**config.mk**
```make
export PLATFORM = sky130hd
export DESIGN_NAME = quad_count_core
export DESIGN_NICKNAME = d
export VERILOG_FILES = /design/src/rtl/qcnt_pkg.sv /design/src/rtl/qcnt_sync.sv /design/src/rtl/qcnt_prescale.sv /design/src/rtl/qcnt_qual.sv /design/src/rtl/quad_count_core.sv
export SDC_FILE = /design/constraint.sdc
export NUM_CORES = 1
export LEC_CHECK = 0
export ABC_AREA = 1
export BUFFER_PORTS_ARGS = -buffer_cell sky130_fd_sc_hd__buf_2
export CAP_MARGIN = 40
export CORE_ASPECT_RATIO = 1.4
export CORE_UTILIZATION = 54
export CTS_BUF_LIST = sky130_fd_sc_hd__clkbuf_4 sky130_fd_sc_hd__clkbuf_8
export DETAILED_ROUTE_END_ITERATION = 8
export GPL_TIMING_DRIVEN = 0
export PLACE_DENSITY = 0.79
export SYNTH_ARGS = -nofsm -noshare
export SYNTH_HDL_FRONTEND = slang
export SYNTH_SLANG_ARGS = --single-unit
```
**constraint.sdc**
```tcl
create_clock -name clk -period 2.1 [get_ports clk]
set_clock_uncertainty 0.1 [all_clocks]
set_input_delay 0.21 -clock clk [delete_from_list [all_inputs] [get_ports clk]]
set_output_delay 0.21 -clock clk [all_outputs]
set_load 0.02 [all_outputs]
```
**src/rtl/qcnt_pkg.sv**
```systemverilog
package qcnt_pkg;

    typedef enum logic [1:0] {
        MODE_TICK = 2'b00,
        MODE_X2A  = 2'b01,
        MODE_X2B  = 2'b10,
        MODE_X4   = 2'b11
    } qmode_e;

    typedef enum logic {
        ST_HALT  = 1'b0,
        ST_COUNT = 1'b1
    } run_e;

    typedef struct packed {
        logic take;
        logic down;
    } step_t;

endpackage

```
**src/rtl/qcnt_sync.sv**
```systemverilog
module qcnt_sync #(
    parameter int NPH    = 2,
    parameter int STAGES = 2
) (
    input  logic           clk,
    input  logic           rst_n,
    input  logic [NPH-1:0] pin,
    output logic [NPH-1:0] lvl,
    output logic [NPH-1:0] chg
);
    localparam int TOP = STAGES - 1;

    for (genvar i = 0; i < NPH; i++) begin : g_ph
        logic [STAGES-1:0] chain;
        logic              prev;

        always_ff @(posedge clk or negedge rst_n) begin
            if (!rst_n) begin
                chain <= '0;
                prev  <= 1'b0;
            end else begin
                chain <= {chain[STAGES-2:0], pin[i]};
                prev  <= chain[TOP];
            end
        end

        assign lvl[i] = chain[TOP];
        assign chg[i] = chain[TOP] ^ prev;
    end
endmodule

```
**src/rtl/qcnt_prescale.sv**
```systemverilog
module qcnt_prescale #(
    parameter int PW = 16
) (
    input  logic          clk,
    input  logic          rst_n,
    input  logic          run,
    input  logic          clr,
    input  logic [PW-1:0] div,
    output logic          tick
);
    localparam logic [PW-1:0] PONE = PW'(1);

    logic [PW-1:0] pc;

    assign tick = run && (pc >= div);

    always_ff @(posedge clk or negedge rst_n) begin
        if (!rst_n) begin
            pc <= '0;
        end else if (clr) begin
            pc <= '0;
        end else if (run) begin
            pc <= (pc >= div) ? '0 : pc + PONE;
        end
    end
endmodule

```
**src/rtl/qcnt_qual.sv**
```systemverilog
module qcnt_qual
    import qcnt_pkg::*;
(
    input  qmode_e      mode,
    input  logic [1:0]  lvl,
    input  logic [1:0]  chg,
    input  logic        tick,
    output step_t       stp
);
    logic same;

    assign same = (lvl[0] == lvl[1]);

    always_comb begin
        stp = '0;
        unique case (mode)
            MODE_TICK: begin
                stp.take = tick;
                stp.down = 1'b0;
            end
            MODE_X2A: begin
                stp.take = chg[0];
                stp.down = same;
            end
            MODE_X2B: begin
                stp.take = chg[1];
                stp.down = !same;
            end
            MODE_X4: begin
                stp.take = chg[0] ^ chg[1];
                stp.down = chg[0] ? same : !same;
            end
        endcase
    end
endmodule

```
**src/rtl/quad_count_core.sv**
```systemverilog
module quad_count_core
    import qcnt_pkg::*;
#(
    parameter int CNT_W       = 16,
    parameter int PSC_W       = 16,
    parameter int SYNC_STAGES = 2
) (
    input  logic             clk,
    input  logic             rst_n,
    input  logic             enable,
    input  logic [1:0]       mode,
    input  logic             preload_en,
    input  logic             ceil_we,
    input  logic [CNT_W-1:0] ceil_wdata,
    input  logic [PSC_W-1:0] psc_div,
    input  logic             ug,
    input  logic             cnt_we,
    input  logic [CNT_W-1:0] cnt_wdata,
    input  logic             phase_a,
    input  logic             phase_b,
    output logic [CNT_W-1:0] count,
    output logic             dir_down,
    output logic             upd_evt
);
    localparam logic [CNT_W-1:0] CEIL_RST = '1;
    localparam logic [CNT_W-1:0] ONE      = CNT_W'(1);

    run_e             st;
    qmode_e           mode_q;
    logic [1:0]       ph_lvl, ph_chg;
    logic             tick;
    step_t            stp;
    logic [CNT_W-1:0] cnt_q, ceil_q, shad_q, shadow_nxt;
    logic             dir_q, evt_q;

    assign mode_q     = qmode_e'(mode);
    assign shadow_nxt = ceil_we ? ceil_wdata : shad_q;

    qcnt_sync #(.NPH(2), .STAGES(SYNC_STAGES)) u_sync (
        .clk   (clk),
        .rst_n (rst_n),
        .pin   ({phase_b, phase_a}),
        .lvl   (ph_lvl),
        .chg   (ph_chg)
    );

    qcnt_prescale #(.PW(PSC_W)) u_psc (
        .clk   (clk),
        .rst_n (rst_n),
        .run   ((st == ST_COUNT) && (mode_q == MODE_TICK)),
        .clr   (ug),
        .div   (psc_div),
        .tick  (tick)
    );

    qcnt_qual u_qual (
        .mode  (mode_q),
        .lvl   (ph_lvl),
        .chg   (ph_chg),
        .tick  (tick),
        .stp   (stp)
    );

    // Run-state register
    always_ff @(posedge clk or negedge rst_n) begin
        if (!rst_n) st <= ST_HALT;
        else        st <= enable ? ST_COUNT : ST_HALT;
    end

    // Counter, ceiling and event outputs
    always_ff @(posedge clk or negedge rst_n) begin
        if (!rst_n) begin
            cnt_q  <= '0;
            dir_q  <= 1'b0;
            evt_q  <= 1'b0;
            ceil_q <= CEIL_RST;
            shad_q <= CEIL_RST;
        end else begin
            evt_q  <= 1'b0;
            shad_q <= shadow_nxt;
            if (ug) begin
                cnt_q  <= '0;
                ceil_q <= shadow_nxt;
                evt_q  <= 1'b1;
            end else if (cnt_we) begin
                cnt_q <= cnt_wdata;
            end else begin
                unique case (st)
                    ST_HALT: begin
                    end
                    ST_COUNT: begin
                        if (stp.take) begin
                            dir_q <= stp.down;
                            if (stp.down) begin
                                if (cnt_q == '0) begin
                                    cnt_q  <= ceil_q;
                                    evt_q  <= 1'b1;
                                    ceil_q <= shadow_nxt;
                                end else begin
                                    cnt_q <= cnt_q - ONE;
                                end
                            end else if (cnt_q >= ceil_q) begin
                                cnt_q  <= '0;
                                evt_q  <= 1'b1;
                                ceil_q <= shadow_nxt;
                            end else begin
                                cnt_q <= cnt_q + ONE;
                            end
                        end
                    end
                endcase
            end
            if (ceil_we && !preload_en) ceil_q <= ceil_wdata;
        end
    end

    assign count    = cnt_q;
    assign dir_down = dir_q;
    assign upd_evt  = evt_q;
endmodule

```
==> results by group <==
Clocking
  – H-Tree Depth: 3
  – CTS tree: yes
  – Root buffer cell: clkbuf_8
  – TritonCTS Buffers: 9
  – Sink Count: 73
  – Clock Pin Slew Worst Setup and Hold Paths: about 0.08 ns
  – Clock tree buffer depth: 2
  – Clock latency on the worst-skew pair: ~0.37 ns

Timing
  – Slew headroom: a little over two fifths
  – Setup-failing EPs final: 38
  – Final min period: about 2.4 ns
  – Max Slew Vio Count: 0
  – Worst slew pin tran: 0.8641 ns
  – Final hold violations: 0
  – Unrepaired setup endpoints after global routing: yes
  – Fin crit share: 114.4%
  – Slack of the critical path: -0.3029 ns
  – Fmax: about 420 MHz

Synth
  – EDFF count, synth: 0
  – Post-synth top flop: dfrtp_1
  – FFs w/ async S/R, synth: 100.0%
  – Mapped Cells: about 700
  – Yosys reg bits: between 70 and 80
  – Syn. warnings: 0
  – Unique masters post-synth: a little over 40
  – Synth Cell Area: 5137 sq um
  – Sequential share of the synthesized area: between 30% and 40%
  – Syn Area/Cell: 7.533 sq um
  – Post-synthesis net count: ~780

Floorplanning
  – Core Region: about 9100 sq um
  – Vert. Die Dim: between 100 and 150 um
  – Die ar.: around 10000 sq um
  – Die Width: about 84 um
  – Initial Util: roughly 56%
  – Num ports: a little under 80
  – FP Rows: 41

Detailed routing
  – Vias: just over 5000
  – Routed vias/inst: around 5.5
  – Routed WL per cell: 16.71 um
  – Antenna viol nets, final: 0
  – Pre-antenna DRT Iters: 8
  – Initial DRC count: 210
  – Final wirelength: roughly 16000 um
  – # DRC: 14

Finish
  – Final-layout fill cell count: 637
  – Nets: 918
  – Post-Layout Cell Count: a little over 900
  – Finished layout cell area: about 7000 sq um
  – Share of cells above drive strength 1: 42.03%
  – Area Overhead vs Synth: 38.63%
  – Area of the multi-input gates: about 3500 sq um
  – Antenna diode count: 0
  – Register area: roughly 1900 sq um

Critical path
  – Worst setup path startpoint: ceil_q[3]
  – RR Startpoint: ceil_q[3]
  – CP Launch Type: flop
  – CP max FO: 5
  – Critical Path AT: approximately 2.6 ns
  – Crit Path Category: flop to flop
  – Required @ worst endpoint: between 2 and 2.5 ns
  – R2R depth: 19
  – Worst setup EP type: flop

Global route
  – Largest net degree at the start of global routing: 52
  – Total GRT Usage: 31.58%
  – First-pass GRT wire length: roughly 24000 um
  – Gr ovfl total: 0
  – Vias in the first global route: 5187
  – Initial antenna violation count: 0

Worst hold path
  – Hold Crit Depth: 2
  – Hold Crit Class: input pin to flop
  – Hold_sp: ceil_wdata[6]

Power and ir drop
  – Leak pwr: ~3.5 nW
  – P_sw: approximately 1.9 mW
  – Part of the power in registers: ~36%
  – Worst vdd ir: approximately 0.5 mV
  – Sw Share: 38.06%
  – Internal power: between 3 and 4 mW
  – Pwr dens: about 700 nW/um^2
  – Clk pwr share: 23.4%
  – Combinational Power Share: between 40 and 50%

Job
  – Max_cap viols: 0

Placement
  – Placed Cells: a little under 900
  – DP Wirelength: 10730 um
  – Final Wtd Congestion: between 0.9 and 1
  – Input/output buffers: 75
  – Pre-CTS WS: -0.4637 ns
  – Dpl cell area: around 5700 sq um

Status
  – Failing checks: DRC, setup timing
  – Status: finished with violations
==> metal layers <==
layer	share of wire (%)	track usage, %
met2	55	59.94
met5	0	0
met3	3.9	5.911
met4	5.9	17.58
met1	36	31.67
==> power groups by stage <==
stage               sequential [mW]  combinational, mW  clock (mW)
detailed placement             1.83               1.44           0
global placement               1.82               1.39           0
global route                   1.83               2.19        1.23
finish                         1.81               2.00        1.17
floorplan                      1.83              0.977           0
CTS                            1.80               1.72        1.18
==> timing repair <==
action,CTS,global route
cloned,3,1
hold endpoints to repair,51,1
buffers inserted,27,14
pin swaps,18,35
resized for setup,81,107
endpoints found under the setup margin,49,48
hold buffers,7,1
==> cells by family after synthesis <==
group	Yosys count	synth area share, %
xor+xnor	27	4.603
mux	16	3.507
simple gates	342	29.20
fa+ha+maj	36	8.768
flops	73	36.34
compound gates	84	9.182
buf+inv	104	8.402
==> synth_stat cells (3+ instances only) <==
master    instances  area share, %
nor2_1           65            4.7
dfstp_2          32             16
nand3_1          48            4.7
nand2_1         182             13
a21oi_1          26            2.5
xnor2_1           4           0.68
nor2_4            3           0.66
clkbuf_1          5           0.37
inv_1            83            6.1
ha_1             36            8.8
buf_2             5           0.49
xor2_1           23            3.9
nand4_1           6           0.73
inv_2             5           0.37
dfrtp_1          41             20
nor3_1           14            1.4
nand2_2          14            1.7
o21ai_0          38            3.7
mux2_2           16            3.5
o211ai_1          9            1.3
==> stage by stage <==
stage	hold WS [ns]	util (%)	setup TNS [ns]	total power, mW
2_1_floorplan	-0.1856	-	-0.6688	2.808
3_3_place_gp	0.2187	62.58	-13.96	3.212
3_5_place_dp	0.03379	62.91	-17.05	3.269
4_1_cts	0.0005194	71.99	-4.670	4.706
5_1_grt	0.004285	77.99	-10.90	5.246
6_report	0.01211	77.99	-6.375	4.972
==> layout make-up <==
cell class | count | share of cell area (%)
clock inverters | 5 | 0.7554
clock buffers | 11 | 2.126
multi-input cells | 506 | 48.49
repair buffers | 129 | 13.72
flip-flops and latches | 73 | 26.34
inverters | 88 | 4.831
well taps | 107 | 1.880
plain buffers | 16 | 1.862
==> registers in the layout, summed over array words and instances, names as in the netlist <==
signal / cells
ceil_q: 16
count: 16
dir_down: 1
shad_q: 16
st: 1
u_psc.pc: 16
u_sync.g_ph.chain: 4
u_sync.g_ph.prev: 2
upd_evt: 1
==> cell usage in the layout, fill, tap and decap left out, types with 10 or more instances in the layout <==
cell	synthesis	layout
buf_6	2	11
ha_1	36	25
mux2_2	16	16
clkbuf_8	0	11
o21ai_2	0	15
o21ai_0	38	13
a21oi_1	26	20
o21ai_1	1	10
dfstp_2	32	32
ha_4	0	11
nand2_1	182	142
buf_4	1	30
inv_1	83	69
nand2_4	2	13
xor2_1	23	23
nand3_1	48	43
dfrtp_1	41	34
buf_2	5	76
nand2_2	14	39
nor2_1	65	51
inv_2	5	15
==> worst max-delay path: stages (launching register included) <==
cell and delay (ns):
dfstp_2 0.55, inv_2 0.04, ha_4 0.27, nand2_4 0.05, nor2_4 0.09, nor2_1 0.04
nand2_1 0.05, nand2_1 0.06, nand2_2 0.12, nand2_4 0.07, nand2_4 0.09, nand2_4 0.06
nand2_2 0.07, nand2_2 0.07, nand2_4 0.10, nand2_8 0.09, nand2_8 0.15, clkbuf_16 0.15
nand2_2 0.05, nand2_2 0.05
==> final timing paths <==
kind,slack (ns),endpoint
max in group asynchronous,1.10,ceil_q[0]
max reg2reg,-0.30,ceil_q[9]
max,-0.30,ceil_q[9]
min in group asynchronous,0.19,count[12]
min reg2reg,0.26,u_sync.g_ph[0].chain[1]
min,0.01,shad_q[6]
No activity file was read; power rests on OpenSTA's default activity.
